$ cat config.mk
export PLATFORM = sky130hd
export DESIGN_NAME = seg_xlate
export DESIGN_NICKNAME = d
export VERILOG_FILES = /design/src/rtl/seg_xlate.sv
export SDC_FILE = /design/constraint.sdc
export NUM_CORES = 1
export LEC_CHECK = 0
export BUFFER_PORTS_ARGS = -buffer_cell sky130_fd_sc_hd__buf_4
export CAP_MARGIN = 5
export CORE_MARGIN = 2
export CORE_UTILIZATION = 66
export DETAILED_ROUTE_END_ITERATION = 12
export HOLD_SLACK_MARGIN = 0.12
export MAX_ROUTING_LAYER = met4
export PLACE_DENSITY_LB_ADDON = 0.2
export SYNTH_ARGS = -nofsm -noshare
export SYNTH_HDL_FRONTEND = slang
export SYNTH_SLANG_ARGS = --single-unit
$ cat constraint.sdc
create_clock -name clk -period 6.8 [get_ports clk]
set_clock_uncertainty 0.15 [all_clocks]
set_input_delay 1.02 -clock clk [delete_from_list [all_inputs] [get_ports clk]]
set_output_delay 1.02 -clock clk [all_outputs]
set_load 0.05 [all_outputs]
$ cat src/rtl/seg_xlate.sv
module seg_xlate #(
  parameter int SEG_BITS = 3,
  parameter int OFF_BITS = 12,
  parameter int PA_BITS  = 16
) (
  input  logic                         clk,
  input  logic                         rst_n,
  input  logic                         priv,
  input  logic                         wr_en,
  input  logic [SEG_BITS-1:0]          wr_seg,
  input  logic [PA_BITS-1:0]           wr_base,
  input  logic [OFF_BITS-1:0]          wr_limit,
  input  logic [2:0]                   wr_rwx,
  input  logic                         wr_present,
  input  logic                         acc_valid,
  input  logic [SEG_BITS+OFF_BITS-1:0] acc_addr,
  input  logic [1:0]                   acc_type,
  output logic                         out_valid,
  output logic [PA_BITS-1:0]           out_paddr,
  output logic                         out_seg_fault,
  output logic                         out_bound_fault,
  output logic                         out_prot_fault
);
  localparam int NSEG = 1 << SEG_BITS;
  localparam int LA_BITS = SEG_BITS + OFF_BITS;

  logic [NSEG-1:0][PA_BITS-1:0]  base_q;
  logic [NSEG-1:0][OFF_BITS-1:0] lim_q;
  logic [NSEG-1:0][2:0]          rwx_q;
  logic [NSEG-1:0]               pres_q;

  wire wr_ok = wr_en & priv;

  always_ff @(posedge clk or negedge rst_n) begin
    if (!rst_n) begin
      base_q <= '0;
      lim_q  <= '0;
      rwx_q  <= '0;
      pres_q <= '0;
    end else if (wr_ok) begin
      base_q[wr_seg] <= wr_base;
      lim_q[wr_seg]  <= wr_limit;
      rwx_q[wr_seg]  <= wr_rwx;
      pres_q[wr_seg] <= wr_present;
    end
  end

  wire [SEG_BITS-1:0] seg = acc_addr[LA_BITS-1:OFF_BITS];
  wire [OFF_BITS-1:0] off = acc_addr[OFF_BITS-1:0];
  wire [2:0]          rights = rwx_q[seg];

  logic allowed;
  always_comb begin
    case (acc_type)
      2'b00:   allowed = rights[0];
      2'b01:   allowed = rights[1];
      2'b10:   allowed = rights[2];
      default: allowed = 1'b0;
    endcase
  end

  wire missing = !pres_q[seg];
  wire over    = off > lim_q[seg];
  wire sf      = missing;
  wire bf      = !missing && over;
  wire pf      = !missing && !over && !allowed;
  wire [PA_BITS-1:0] sum = base_q[seg] + PA_BITS'(off);

  always_ff @(posedge clk or negedge rst_n) begin
    if (!rst_n) begin
      out_valid       <= 1'b0;
      out_paddr       <= '0;
      out_seg_fault   <= 1'b0;
      out_bound_fault <= 1'b0;
      out_prot_fault  <= 1'b0;
    end else begin
      out_valid       <= acc_valid;
      out_seg_fault   <= acc_valid && sf;
      out_bound_fault <= acc_valid && bf;
      out_prot_fault  <= acc_valid && pf;
      out_paddr       <= (acc_valid && !(sf || bf || pf)) ? sum : '0;
    end
  end


  fault_excl_chk: assert property (@(posedge clk) disable iff (!rst_n)
    $onehot0({out_seg_fault, out_bound_fault, out_prot_fault}));


  fault_zero_pa_chk: assert property (@(posedge clk) disable iff (!rst_n)
    (out_seg_fault || out_bound_fault || out_prot_fault) |-> out_paddr == '0);


  resp_timing_chk: assert property (@(posedge clk) disable iff (!rst_n)
    acc_valid |=> out_valid);


  idle_quiet_chk: assert property (@(posedge clk) disable iff (!rst_n)
    !acc_valid |=> (!out_valid && out_paddr == '0 && !out_seg_fault &&
                    !out_bound_fault && !out_prot_fault));


  bound_cause_chk: assert property (@(posedge clk) disable iff (!rst_n)
    (acc_valid && !missing && !over) |=> !out_bound_fault);


  user_write_ignored_chk: assert property (@(posedge clk) disable iff (!rst_n)
    (wr_en && !priv) |=> (base_q == $past(base_q) && lim_q == $past(lim_q) &&
                          rwx_q == $past(rwx_q) && pres_q == $past(pres_q)));
endmodule

Word level (Yosys, flattened, before mapping)
Index checks and enable logic that the tools add are counted.
{"block": "word_totals", "regBits": 276, "inputBits": 57, "wordCells": 75, "rom_bits": 0, "latchBits": 0, "ramBits": 0, "mem_count": 0, "out_inout_bits": 20}
{"block": "classes", "n_shift": 0, "bitwise_logic": 1, "reduce_logical": 15, "n_eq_ne": 2, "multipliers": 0, "add_sub_neg": 1, "div": 0, "order_cmp": 4, "n_mux": 22}
{"cell": "128-bit bitwise mux", "n": 1}
{"cell": "96-bit bitwise mux", "n": 1}
{"cell": "16-bit binary-select mux with 3-bit select", "n": 1}
{"cell": "16-bit demux with 3-bit select", "n": 1}
{"cell": "16-bit 2-to-1 mux", "n": 3}
{"cell": "12-bit binary-select mux with 3-bit select", "n": 1}
{"cell": "12-bit demux with 3-bit select", "n": 1}
{"cell": "24-bit bitwise mux", "n": 1}
{"cell": "12-bit 2-to-1 mux", "n": 2}
{"cell": "16-bit by 12-bit adder with 16-bit output", "n": 1}
{"cell": "12-bit greater-than comparator", "n": 1}
{"cell": "3-bit binary-select mux with 3-bit select", "n": 1}
{"cell": "3-bit demux with 3-bit select", "n": 1}
{"cell": "8-bit bitwise mux", "n": 1}
{"cell": "1-bit logical AND", "n": 8}
{"cell": "3-bit by 4-bit < comparator with 1-bit output (second input constant)", "n": 2}
{"cell": "3-bit 2-to-1 mux", "n": 2}
{"cell": "1-bit logical NOT", "n": 4}
{"cell": "1-bit binary-select mux with 3-bit select", "n": 1}
{"cell": "1-bit demux with 3-bit select", "n": 1}
{"cell": "3-bit by 1-bit greater-or-equal comparator with 1-bit output (second input constant)", "n": 1}
{"cell": "1-bit one-hot mux with 3 select lines", "n": 1}
{"cell": "2-bit by 1-bit == test with 1-bit output (second input constant)", "n": 1}
{"cell": "2-bit == test (second input constant)", "n": 1}
{"cell": "4 further kinds", "n": 6}

Longest topological paths before layout
Gate-level depths: netlist of run 1.
{"block": "depth", "depth_word": 10, "depth_mapped": 14, "depth_no_buf": 10}

Worst setup path after synthesis of run 1
OpenSTA, ideal clock, no wires.
{"block": "synth_timing", "path_kind": "input port to flip-flop", "start": "in acc_addr[12]", "end": "reg out_paddr[10]", "t_required_ns": 6.564, "stages": 13, "setup_time_ns": 0.086, "n_path_buf": 3, "path_slack_ns": 2.444, "t_arrival_ns": 4.119, "cell_sequence": "buf_6 > buf_2 > buf_2 > mux4_2 > mux2_2 > ha_1 > fa_1 > a21o_1 > a31o_2 > a21boi_0 > o21ai_0 > and2_1 > nor3_1"}
{"block": "synth_via", "elab_chain_len": 10, "word_cells_on_any_way": 22, "cone_classes": "add/sub (1); order compare (1); mux (10); reduce/logical (10)"}
{"item": "from (decl)", "line": "16", "text": "input logic [SEG_BITS+OFF_BITS-1:0] acc_addr,"}
{"item": "12-bit binary-select mux with 3-bit select", "line": "63", "text": "wire over = off > lim_q[seg];"}
{"item": "12-bit 2-to-1 mux (implied by the code)", "line": "63"}
{"item": "12-bit greater-than comparator", "line": "63"}
{"item": "1-bit logical NOT", "line": "66", "text": "wire pf = !missing && !over && !allowed;"}
{"item": "1-bit logical AND (2 in a row)", "line": "66"}
{"item": "1-bit logical OR", "line": "81", "text": "out_paddr <= (acc_valid && !(sf || bf || pf)) ? sum : '0;"}
{"item": "1-bit logical NOT", "line": "81"}
{"item": "1-bit logical AND", "line": "81"}
{"item": "16-bit 2-to-1 mux (*)", "line": "81"}
{"item": "to (signal assigned)", "line": "81"}
{"item": "to (decl)", "line": "19", "text": "output logic [PA_BITS-1:0] out_paddr,"}
Every way passes the cells marked *; elsewhere a longest branch is shown, timed or not. The select of a mux whose other input is x is not followed.
A chain may end at the register's enable or synchronous reset.

Worst setup path in the final report of run 1
Same ends and word-level chain as after synthesis.

==> metrics.md, run 1 <==
| Metric | Value |
|---|---|
| Sw Share | `25.41%` |
| Worst Hold Slack | `308.9 ps` |
| Num CTS Buffers | `28` |
| FF/Latch Area | `6907 sq um` |
| Final Hold Fails | `0` |
| Number of synthesized flops with an enable pin | `0` |
| RSZ-0062 raised after global routing | `false` |
| CP startpoint kind | `input pin` |
| Drt first pass iters | `4` |
| Cell variety after synth | `42` |
| Vias per inst | `6.256` |
| Initial core utilization | `67.83%` |
| Commonest non-fill, non-tap cell in the layout | `dfrtp_1` |
| Tcrit/Tclk final | `61.63%` |
| Post-DP HPWL | `16840 um` |
| First-pass GRT wire length | `44380 um` |
| Slew headroom | `32.66%` |
| R2R Setup Slk | `3590 ps` |
| Worst R2R Start | `base_q[112]` |
| Drt total wl | `27480 um` |
| DR WL/cell | `23.44 um` |
| P_leak | `6.499 nW` |
| Pwr dens | `333.9 nW/um^2` |
| Share of the yosys chip area belonging to registers | `53.89%` |
| Critical path arrival | `4500 ps` |
| Top FF cell, synth | `dfrtp_1` |
| Max_cap viols | `0` |
| Area leader, netlist | `dfrtp_1` |
| Crit-path slowest cell | `buf_4` |
| Share of cells above drive strength 1 | `51.86%` |
| Clk pwr share | `34.5%` |
| Drc violations | `0` |
| FF-to-FF path depth | `10` |
| Met2 WL post-DR | `13680 um` |
| Mapped cell area | `12820 sq um` |
| Post-CTS setup repair buffer count | `0` |
| Clk_lat worst skew | `540 ps` |
| Switching power | `0.001247 W` |
| Outcome | `complete, no violations` |
| CP Depth | `11` |
| Syn nets | `904` |
| GRT Overall Usage | `29.31%` |
| Worst-Margin Slew | `1010 ps` |
| R2r endpoint | `out_paddr[10]` |
| CP cell instances | `buf_4 -> mux4_2 -> mux2_2 -> ha_1 -> fa_1 -> a21o_1 -> a31o_2 -> a21boi_0 -> o21ai_0 -> and2_1 -> nor3_1` |
| Crit path buf inv count | `1` |
| YS warnings | `0` |
| Resized cells post-CTS | `0` |
| Data required time of the worst path | `7110 ps` |
| Initial antenna violation count | `0` |
| Die width | `143.4 um` |
| Post-synthesis async set-or-reset flop share | `100.0%` |
| Die Area | `20550 sq um` |
| WL met1 | `11880 um` |
| Mapped Cells | `822` |
| CP startpoint | `acc_addr[12]` |
| Area Growth Syn to Fin | `14.63%` |
| Hold WC Path Type | `in -> async` |
| Synthesis-stage register bit count | `276` |
| Vias in the first global route | `8150` |
| GRT overflow | `0` |
| Die height | `143.4 um` |
| Std-Cell Rows | `50` |
| Fmax | `238.6 MHz` |
| Iter 0 DRT Violations | `366` |
| Crit end category | `register` |
| Largest net degree at the start of global routing | `189` |
| Reg clk slew, reported paths | `60 ps` |
| Clk sinks | `276` |
| Sequential share of power | `44.6%` |
| Setup WS pre-CTS | `2030 ps` |
| Detail Route met3 WL | `1405 um` |
| Core ar. | `18890 sq um` |
| Top Ports | `77` |
| Final min period | `4191 ps` |
| PnR worst setup slack | `2609 ps` |
| CP top delay family | `multiplexers` |
| Final setup fails | `0` |
| Pins Over Slew Limit | `0` |
| Final TNS setup | `0 ps` |
| Highest routed layer | `met4` |
| Area contributors post-synth | `dfrtp_1 54%, mux2_2 24%, mux4_2 11%` |
| Via count | `7332` |
| Final core occ | `77.76%` |
| Maximum VDD drop | `0.0002788 V` |
| Fillers | `1115` |
| Combinational power share | `20.9%` |
| Fin nets | `974` |
| Placer congestion estimate | `0.9084` |
| Antenna Cells | `0` |
| Multi-input logic area | `5744 sq um` |
| Max incr delay on CP | `700 ps` |
| Clk root buf | `clkbuf_16` |
| Crit path kind | `in -> reg` |
| Syn_area_per_cell | `15.59 sq um` |
| Clock Path Buffers | `3` |
| Int Power | `0.003659 W` |
| Most frequent cells in the layout | `276 x dfrtp_1, 270 x mux2_2, 84 x buf_4, 60 x mux4_2, 29 x clkbuf_16` |
| Worst setup endpoint | `out_paddr[10]` |
| CTS tree | `yes` |
| CTS Hold Bufs | `0` |
| Number of H-tree levels | `1` |
| Final ANT Viol Nets | `0` |
| Max FO, Critical Path | `46` |
| Synth top area share | `53.89%` |
| Port bufs | `76` |
==> worst reg2reg max path, stage by stage (launching register included) <==
cell	delay [ps]
dfrtp_1	380
mux4_2	470
mux2_2	320
ha_1	220
fa_1	410
a21o_1	200
a31o_2	260
a21boi_0	280
o21ai_0	150
and2_1	180
nor3_1	120
==> worst min path at each step <==
stage,start,endpoint,slack [ps]
after floorplan,rwx_q[5],rwx_q[5],320
after CTS,rst_n,base_q[72],340
after global placement,rwx_q[5],rwx_q[5],330
after global routing,rst_n,base_q[72],340
after detailed placement,base_q[34],base_q[34],340
final,rst_n,base_q[72],310
==> power groups by stage <==
stage	combinational (W)	sequential [W]	clock, W
after floorplan	0.000757	0.00217	0
after global placement	0.000967	0.00217	0
after detailed placement	0.00102	0.00221	0
after CTS	0.00103	0.00219	0.00172
after global routing	0.00112	0.00223	0.00179
final	0.00102	0.00219	0.00169
==> cell families after synthesis <==
| kind of cell | after synthesis | synth area share, % |
|---|---|---|
| DFF | 276 | 53.89 |
| AOI/OAI and AO/OA | 42 | 2.216 |
| and+or+nand+nor | 69 | 2.597 |
| xor gates and xnor gates | 9 | 0.6151 |
| muxes | 351 | 36.54 |
| adders and majority gates | 25 | 2.499 |
| buffers and inverters | 50 | 1.640 |
==> routing by layer <==
metal	up-vias	track usage [%]
met5	-	-
met4	0	6.347
met3	49	4.499
met2	193	48.15
met1	3866	39.76
li1	3224	-
==> per-stage QoR <==
| stage | cell area [sq um] | instances | total power [W] |
|---|---|---|---|
| after global placement | 13660 | 1122 | 0.003137 |
| after global routing | 14690 | 1172 | 0.005139 |
| after detailed placement | 13660 | 1122 | 0.003236 |
| after CTS | 14690 | 1172 | 0.004936 |
| final | 14690 | 1172 | 0.004906 |
| after floorplan | 12820 | 822 | 0.002922 |
==> cells in the mapped netlist, types with 2 or more instances <==
cell / n
or3_1: 2
o21a_1: 5
xor2_1: 7
nor3b_1: 2
a221oi_1: 2
mux2i_1: 16
mux4_2: 60
xnor2_1: 2
buf_6: 2
mux4_1: 5
buf_1: 13
nand4_1: 3
o21ai_0: 6
nor2b_1: 4
inv_1: 4
clkbuf_1: 25
dfrtp_1: 276
ha_1: 24
a21oi_1: 14
buf_2: 6
mux2_2: 270
nand2_1: 9
nor3_1: 8
nor2_1: 24
and2_1: 3
a21o_1: 4
nand2b_1: 4
nand3_1: 8
==> area by class of cell <==
cell class                 count  share of cell area (%)
clock buffer                  37                   5.553
clock inverter                13                   1.490
inverter                       4                  0.1022
multi-input combinational    496                   39.10
sequential                   276                   47.01
tap                          260                   2.214
timing repair buffer          86                   4.531
==> state kept, by name, summed over array words and instances (netlist names) <==
name / count
base_q: 128
lim_q: 96
out_bound_fault: 1
out_paddr: 16
out_prot_fault: 1
out_seg_fault: 1
out_valid: 1
pres_q: 8
rwx_q: 24
(Power assumes the default switching activity.)
==> run 2: changes to the inputs <==
Settings changed: ABC_AREA set to 1, CORE_UTILIZATION 66 to 55.
Clock period 6.8 ns to 3.65 ns, I/O delays scaled along.
==> run 2 against run 1 <==
  * Sequential cell count unchanged
  * Design area up 1.1%
  * Critical path depth grew 2
  * Die area increased by 20%
  * Sequential share of layout area fell by 0.49 points
  * Worst setup slack lost 1900 ps
  * Core utilization fell by 14 points
  * Global-route usage shrank 0.71 points
  * First-iteration DRC count rose to 2.5 times the previous value
  * Largest cell class unchanged
==> metrics.md, run 2 <==
| Metric | Value |
|---|---|
| Syn_area_per_cell | `8.338 sq um (was 15.59 sq um)` |
| Vias in the first global route | `10310 (was 8150)` |
| HP Start | `wr_limit[8]` |
| Die width | `157.2 um (was 143.4 um)` |
| Clk sinks | `276 (unchanged)` |
| Max FO, Critical Path | `30 (was 46)` |
| Final min period | `2901 ps` |
| Num CTS Buffers | `30 (was 28)` |
| GRT Overall Usage | `28.60% (was 29.31%)` |
| Outcome | `complete, no violations (unchanged)` |
| Area leader, netlist | `dfrtp_1 (unchanged)` |
| DR WL/cell | `17.40 um (was 23.44 um)` |
| Hold WC Path Type | `in -> reg (was in -> async)` |
| Final setup fails | `0 (unchanged)` |
| Worst Hold Slack | `197.4 ps (was 308.9 ps)` |
| Top Ports | `77 (unchanged)` |
| Drc violations | `0 (unchanged)` |
| CP cell instances | `buf_4 -> buf_12 -> o21ai_0 -> o22ai_1 -> nor2_1 -> a31oi_1 -> ha_1 -> a21oi_1 -> nand2_1 -> a21boi_0 -> o21ai_0 -> xor2_1 -> nor2_4 (was buf_4 -> mux4_2 -> mux2_2 -> ha_1 -> fa_1 -> a21o_1 -> a31o_2 -> a21boi_0 -> o21ai_0 -> and2_1 -> nor3_1)` |
| Post-synthesis async set-or-reset flop share | `100.0% (unchanged)` |
| Fin nets | `1680 (was 974)` |
| Mapped cell area | `12920 sq um (was 12820 sq um)` |
| Initial core utilization | `55.52% (was 67.83%)` |
| Post-synth top cells | `371 x o21ai_0, 351 x nand2_1, 276 x dfrtp_1 (was 276 x dfrtp_1, 270 x mux2_2, 60 x mux4_2)` |
| Largest register by flop count | `base_q (unchanged)` |
| Synthesis-stage register bit count | `276 (unchanged)` |
| Reg clk slew, reported paths | `60 ps (about the same)` |
| Crit path kind | `in -> reg (unchanged)` |
| Die height | `157.2 um (was 143.4 um)` |
| Clk root buf | `clkbuf_16 (unchanged)` |
| CP most frequent cell | `o21ai_0` |
| Tcrit/Tclk final | `79.49%` |
| P_leak | `7.184 nW (was 6.499 nW)` |
| YS warnings | `0 (unchanged)` |
| Largest net degree at the start of global routing | `99 (was 189)` |
| Drt first pass iters | `5 (was 4)` |
| Final Hold Fails | `0 (unchanged)` |
| Commonest non-fill, non-tap cell in the layout | `o21ai_0 (was dfrtp_1)` |
| Critical path arrival | `3180 ps (was 4500 ps)` |
| Data required time of the worst path | `3930 ps (was 7110 ps)` |
| Max incr delay on CP | `360 ps (was 700 ps)` |
| Top flop regs | `base_q (128), lim_q (96), rwx_q (24) (unchanged)` |
| Area Growth Syn to Fin | `14.95% (was 14.63%)` |
| Multi-input logic area | `5259 sq um (was 5744 sq um)` |
| Slew headroom | `48.32% (was 32.66%)` |
| Cell variety after synth | `34 (was 42)` |
| Max_cap viols | `0 (unchanged)` |
| FF/Latch Area | `6907 sq um (unchanged)` |
| Fmax | `344.7 MHz` |
| Area contributors post-synth | `dfrtp_1 53%, o21ai_0 14%, nand2_1 10% (was dfrtp_1 54%, mux2_2 24%, mux4_2 11%)` |
| GRT overflow | `0 (unchanged)` |
| Post-route cell area | `14850 sq um (was 14690 sq um)` |
| Crit-path slowest cell | `ha_1 (was buf_4)` |
| Number of synthesized flops with an enable pin | `0 (unchanged)` |
| Placer congestion estimate | `0.9037 (was 0.9084)` |
| Share of cells above drive strength 1 | `11.87% (was 51.86%)` |
| Port bufs | `76 (unchanged)` |
| Antenna Cells | `0 (unchanged)` |
| Clock Path Buffers | `3 (unchanged)` |
| Die Area | `24730 sq um (was 20550 sq um)` |
| Iter 0 DRT Violations | `921 (was 366)` |
| Fillers | `2011 (was 1115)` |
| Share of the yosys chip area belonging to registers | `53.47% (was 53.89%)` |
| Clk_lat worst skew | `550 ps (was 540 ps)` |
| CTS tree | `yes (unchanged)` |
| Final ANT Viol Nets | `0 (unchanged)` |
| Vias per inst | `5.591 (was 6.256)` |
| Pwr dens | `569.8 nW/um^2 (was 333.9 nW/um^2)` |
| Drt total wl | `33680 um (was 27480 um)` |
| Crit end category | `register (unchanged)` |
| Most frequent cells in the layout | `371 x o21ai_0, 343 x nand2_1, 276 x dfrtp_1, 180 x nor2_1, 100 x buf_4 (was 276 x dfrtp_1, 270 x mux2_2, 84 x buf_4, 60 x mux4_2, 29 x clkbuf_16)` |
| Post-DP Area | `13830 sq um (was 13660 sq um)` |
| Mapped Cells | `1549 (was 822)` |
| Maximum VDD drop | `0.0004440 V (was 0.0002788 V)` |
| Synth top area share | `53.47% (was 53.89%)` |
| Pins Over Slew Limit | `0 (unchanged)` |
| Syn nets | `1631 (was 904)` |
| Worst-Margin Slew | `775.2 ps (was 1010 ps)` |
| Pwr Total | `0.008460 W (was 0.004906 W)` |
| Max reg flops | `128 (unchanged)` |
| Std-Cell Rows | `56 (was 50)` |
| Final core occ | `63.82% (was 77.76%)` |
| Post-DP HPWL | `20770 um (was 16840 um)` |
| Final TNS setup | `0 ps (unchanged)` |
| First-pass GRT wire length | `54360 um (was 44380 um)` |
| RSZ-0062 raised after global routing | `false (unchanged)` |
| Initial antenna violation count | `0 (unchanged)` |
| CP startpoint kind | `input pin (unchanged)` |
| Core ar. | `23260 sq um (was 18890 sq um)` |
| Count leader, synth | `o21ai_0 (was dfrtp_1)` |
| Worst R2R Start | `base_q[99] (was base_q[112])` |
| Top FF cell, synth | `dfrtp_1 (unchanged)` |
| CP startpoint | `acc_addr[13] (was acc_addr[12])` |
| Number of H-tree levels | `1 (unchanged)` |
| Via count | `10820 (was 7332)` |
run 2: cell types whose count changed after synthesis, sizes merged, moves of 5 or more:
cell / change
nand3: +37
a31oi: +13
o21ai: +375
o22ai: +25
nor3: -5
o221ai: +11
mux2: -270
mux2i: -16
nor2: +171
mux4: -65
clkbuf: +45
nand2: +345
inv: +82
run 2: timing repair:
item                      4_1_cts  5_1_grt
setup buffers                   0        0
hold buffers                    2        0
hold endpoints to repair       94        0
resized for setup               0        0
run 2: per-layer routing:
metal / vias up / GRT usage (%) / part of all wire [%]
li1: 5217 / - / -
met1: 5175 / 42.23 / 47
met2: 377 / 42.44 / 44
met3: 55 / 3.937 / 6.9
met4: 0 / 6.320 / 1.6
met5: - / - / 0
run 2: worst paths after layout:
| kind | to | slack [ps] | cells after the start |
|---|---|---|---|
| min | lim_q[44] | 200 | 3 |
| max reg2reg | out_paddr[10] | 850 | 11 |
| min in group asynchronous | base_q[124] | 460 | 2 |
| max | out_paddr[10] | 750 | 13 |
| min reg2reg | base_q[88] | 330 | 2 |
| max in group asynchronous | lim_q[68] | 1980 | 3 |
run 2: cells by family (layout without fill, tap and decap cells):
group	count (synthesis)	after routing	share of synthesized area, %
buffers and inverters	181	249	5.967
DFF	276	276	53.47
and+or+nand+nor	603	603	18.96
adders and majority gates	25	25	2.480
xor gates and xnor gates	11	11	0.7460
AOI/OAI and AO/OA	453	453	18.38
run 2: final cells by class:
cell class / instances / area share (%)
repair buffers: 112 / 6.506
flip-flops and latches: 276 / 46.52
multi-input cells: 1092 / 35.42
inverters: 86 / 2.183
clock buffers: 37 / 5.646
well taps: 319 / 2.688
clock inverters: 14 / 1.037
run 2: power by group:
group	switching (W)	internal [W]	total, W
combinational	0.000882	0.000570	0.00145
sequential	0.000321	0.00365	0.00397
clock	0.00121	0.00183	0.00304
run 2: per-stage QoR:
| step | setup WS, ps | cells |
|---|---|---|
| after global placement | 320.0 | 1883 |
| after CTS | 830.4 | 1936 |
| after detailed placement | 277.0 | 1883 |
| after floorplan | 421.8 | 1549 |
| after global routing | 610.8 | 1936 |
| final | 748.5 | 1936 |
run 2: critical path: cells and delay by family:
kind | cells | cell delay, ps
AOI/OAI and AO/OA | 6 | 1300
buffers and inverters | 2 | 420
adders and majority gates | 1 | 360
and+or+nand+nor | 3 | 290
xor gates and xnor gates | 1 | 240
==> run 3: changes to the inputs <==
Settings changed: ABC_AREA 1 to 0, CORE_UTILIZATION 55 to 61.
Clock period 3.65 ns to 2.9 ns, I/O delays scaled along.
==> run 3 against run 2 <==
  * Combinational power is 94% higher
  * Sequential power is 29% higher
  * Sequential cell count stayed put
  * Total power is 39% higher
  * Non-clock buffer count is 71 higher
  * Die area is 10% lower
  * Design area is 7.0% higher
  * Sequential share of layout area is 3.0 points lower
  * Worst setup slack worse by 680 ps
  * Clock-buffer cell count is 4 higher
  * Core utilization is 12 points higher
  * Wire length is 12% lower
  * Largest cell class unchanged
==> metrics.md, run 3 (synthesized netlist as in run 1, its figures left out) <==
| Metric | Value |
|---|---|
| Data required time of the worst path | `3210 ps (was 3930 ps)` |
| Clk_lat worst skew | `540 ps (was 550 ps)` |
| Drt first pass iters | `4 (was 5)` |
| Outcome | `complete, no violations (unchanged)` |
| Port bufs | `76 (unchanged)` |
| Largest net degree at the start of global routing | `94 (was 99)` |
| Std-Cell Rows | `53 (was 56)` |
| Clk root buf | `clkbuf_16 (unchanged)` |
| Fin cells | `1287 (was 1936)` |
| Fin nets | `1072 (was 1680)` |
| Vias in the first global route | `8572 (was 10310)` |
| Clock Path Buffers | `3 (unchanged)` |
| Placer congestion estimate | `0.8245 (was 0.9037)` |
| Die width | `148.9 um (was 157.2 um)` |
| Top flop regs | `base_q (128), lim_q (96), rwx_q (24) (unchanged)` |
| WL met1 | `12590 um (was 15860 um)` |
| Top Ports | `77 (unchanged)` |
| Hold WC Path Type | `in -> reg (unchanged)` |
| Core ar. | `20820 sq um (was 23260 sq um)` |
| Largest register by flop count | `base_q (unchanged)` |
| Vias per inst | `6.078 (was 5.591)` |
| DR WL/cell | `22.99 um (was 17.40 um)` |
| Drc violations | `0 (unchanged)` |
| Pwr dens | `740.5 nW/um^2 (was 569.8 nW/um^2)` |
| Via count | `7823 (was 10820)` |
| GRT Overall Usage | `28.31% (was 28.60%)` |
| Num CTS Buffers | `29 (was 30)` |
| Antenna Cells | `0 (unchanged)` |
| Clk sinks | `276 (unchanged)` |
| Detail Route met3 WL | `1418 um (was 2315 um)` |
| Reg clk slew, reported paths | `60 ps (about the same)` |
| Share of cells above drive strength 1 | `55.24% (was 11.87%)` |
| Highest routed layer | `met4 (unchanged)` |
| Initial core utilization | `61.55% (was 55.52%)` |
| Number of H-tree levels | `1 (unchanged)` |
| Die Area | `22180 sq um (was 24730 sq um)` |
| CTS tree | `yes (unchanged)` |
| Final Hold Fails | `0 (unchanged)` |
| Initial antenna violation count | `0 (unchanged)` |
| Worst-Margin Slew | `722.9 ps (was 775.2 ps)` |
| Most frequent cells in the layout | `276 x dfrtp_1, 268 x mux2_2, 128 x buf_4, 60 x mux4_2, 34 x dlygate4sd3_1 (was 371 x o21ai_0, 343 x nand2_1, 276 x dfrtp_1, 180 x nor2_1, 100 x buf_4)` |
| Area Growth Syn to Fin | `23.97% (was 14.95%)` |
| Fmax | `352.7 MHz` |
| Final ANT Viol Nets | `0 (unchanged)` |
| Max FO, Critical Path | `3 (was 30)` |
| Cell count after placement | `1200 (was 1883)` |
| Max_cap viols | `0 (unchanged)` |
| Post-CTS setup repair buffer count | `0 (unchanged)` |
| P_leak | `7.011 nW (was 7.184 nW)` |
| Iter 0 DRT Violations | `377 (was 921)` |
| CP startpoint kind | `register (was input pin)` |
| Crit path kind | `reg -> reg (was in -> reg)` |
| Met2 WL post-DR | `14970 um (about the same)` |
| Max reg flops | `128 (unchanged)` |
| Commonest non-fill, non-tap cell in the layout | `dfrtp_1 (was o21ai_0)` |
| Tcrit/Tclk final | `97.78%` |
| Crit end category | `register (unchanged)` |
| Final setup fails | `0 (unchanged)` |
| Final TNS setup | `0 ps (unchanged)` |
| RSZ-0062 raised after global routing | `true (was false)` |
| Die height | `148.9 um (was 157.2 um)` |
| First-pass GRT wire length | `46660 um (was 54360 um)` |
| Pins Over Slew Limit | `0 (unchanged)` |
| Maximum VDD drop | `0.0005196 V (was 0.0004440 V)` |
| Final min period | `2836 ps` |
| GRT overflow | `0 (unchanged)` |
| Slew headroom | `51.80% (was 48.32%)` |
| Critical path arrival | `3150 ps (was 3180 ps)` |
| Post-DP HPWL | `18530 um (was 20770 um)` |
| Drt total wl | `29590 um (was 33680 um)` |
-- run 3: changes by cell type in the layout (fill, tap and decap cells not counted), moves of 14 or more --
cell,delta
o22ai_1,-25
inv_1,-79
o21ai_0,-367
mux4_2,+60
nand3_1,-37
mux2i_1,+14
dlygate4sd3_1,+32
nand2_1,-335
mux2_2,+268
nor2_1,-165
buf_4,+28
-- run 3: worst paths after layout --
kind,startpoint,endpoint,slack [ps],depth (start not counted)
max in group asynchronous,rst_n,lim_q[13],1370,3
setup / recovery,base_q[48],out_paddr[12],60,10
setup reg to reg,base_q[48],out_paddr[12],60,10
min in group asynchronous,rst_n,base_q[72],370,2
hold reg to reg,base_q[90],base_q[90],350,1
hold / removal,acc_addr[0],out_paddr[0],180,4
-- run 3: final cells by class --
cell class | instances | area, sq um
timing repair buffer | 183 | 1717
fill | 1224 | 4935
clock buffer | 41 | 830.8
inverter | 4 | 15.01
sequential | 276 | 6907
tap | 275 | 344.1
multi-input combinational | 496 | 5909
clock inverter | 12 | 165.2
-- run 3: timing repair --
item | 4_1_cts | 5_1_grt
hold buffers | 34 | 0
setup endpoints to repair | 0 | 13
endpoints found under the hold margin | 345 | 0
gates resized for setup | 0 | 14
-- run 3: critical path: stages, from the launching register on --
cell and delay (ps):
dfrtp_1 380, mux4_2 460, mux2_4 300, ha_4 180
fa_2 340, a21o_1 180, a31o_2 270, a21oi_2 160
nor2_2 70, xor2_1 160, nor2_1 120
-- run 3: per-stage QoR --
step	power [W]	utilization (%)	setup WS, ps	hold slack (ps)	instance area, sq um
final	0.01177	76.30	64.36	182.8	15890
after global routing	0.01230	76.30	-18.36	207.3	15890
after CTS	0.01176	75.99	22.60	164.8	15820
after detailed placement	0.007894	69.58	-507.9	336.8	14490
after global placement	0.007677	69.58	-421.5	330.1	14490
after floorplan	0.006945	-	-338.7	-10.59	13020
-- run 3: per-layer routing --
layer,vias to the layer above,global-route usage (%)
met4,0,7.667
met2,214,46.96
met1,4122,37.49
met5,-,-
li1,3434,-
met3,53,3.700
-- run 3: where the power goes --
| group | internal (W) | total [W] | switching (W) |
|---|---|---|---|
| clock | 0.00234 | 0.00382 | 0.00148 |
| combinational | 0.00166 | 0.00281 | 0.00115 |
| sequential | 0.00470 | 0.00514 | 0.000437 |
| total | 0.00870 | 0.0118 | 0.00307 |
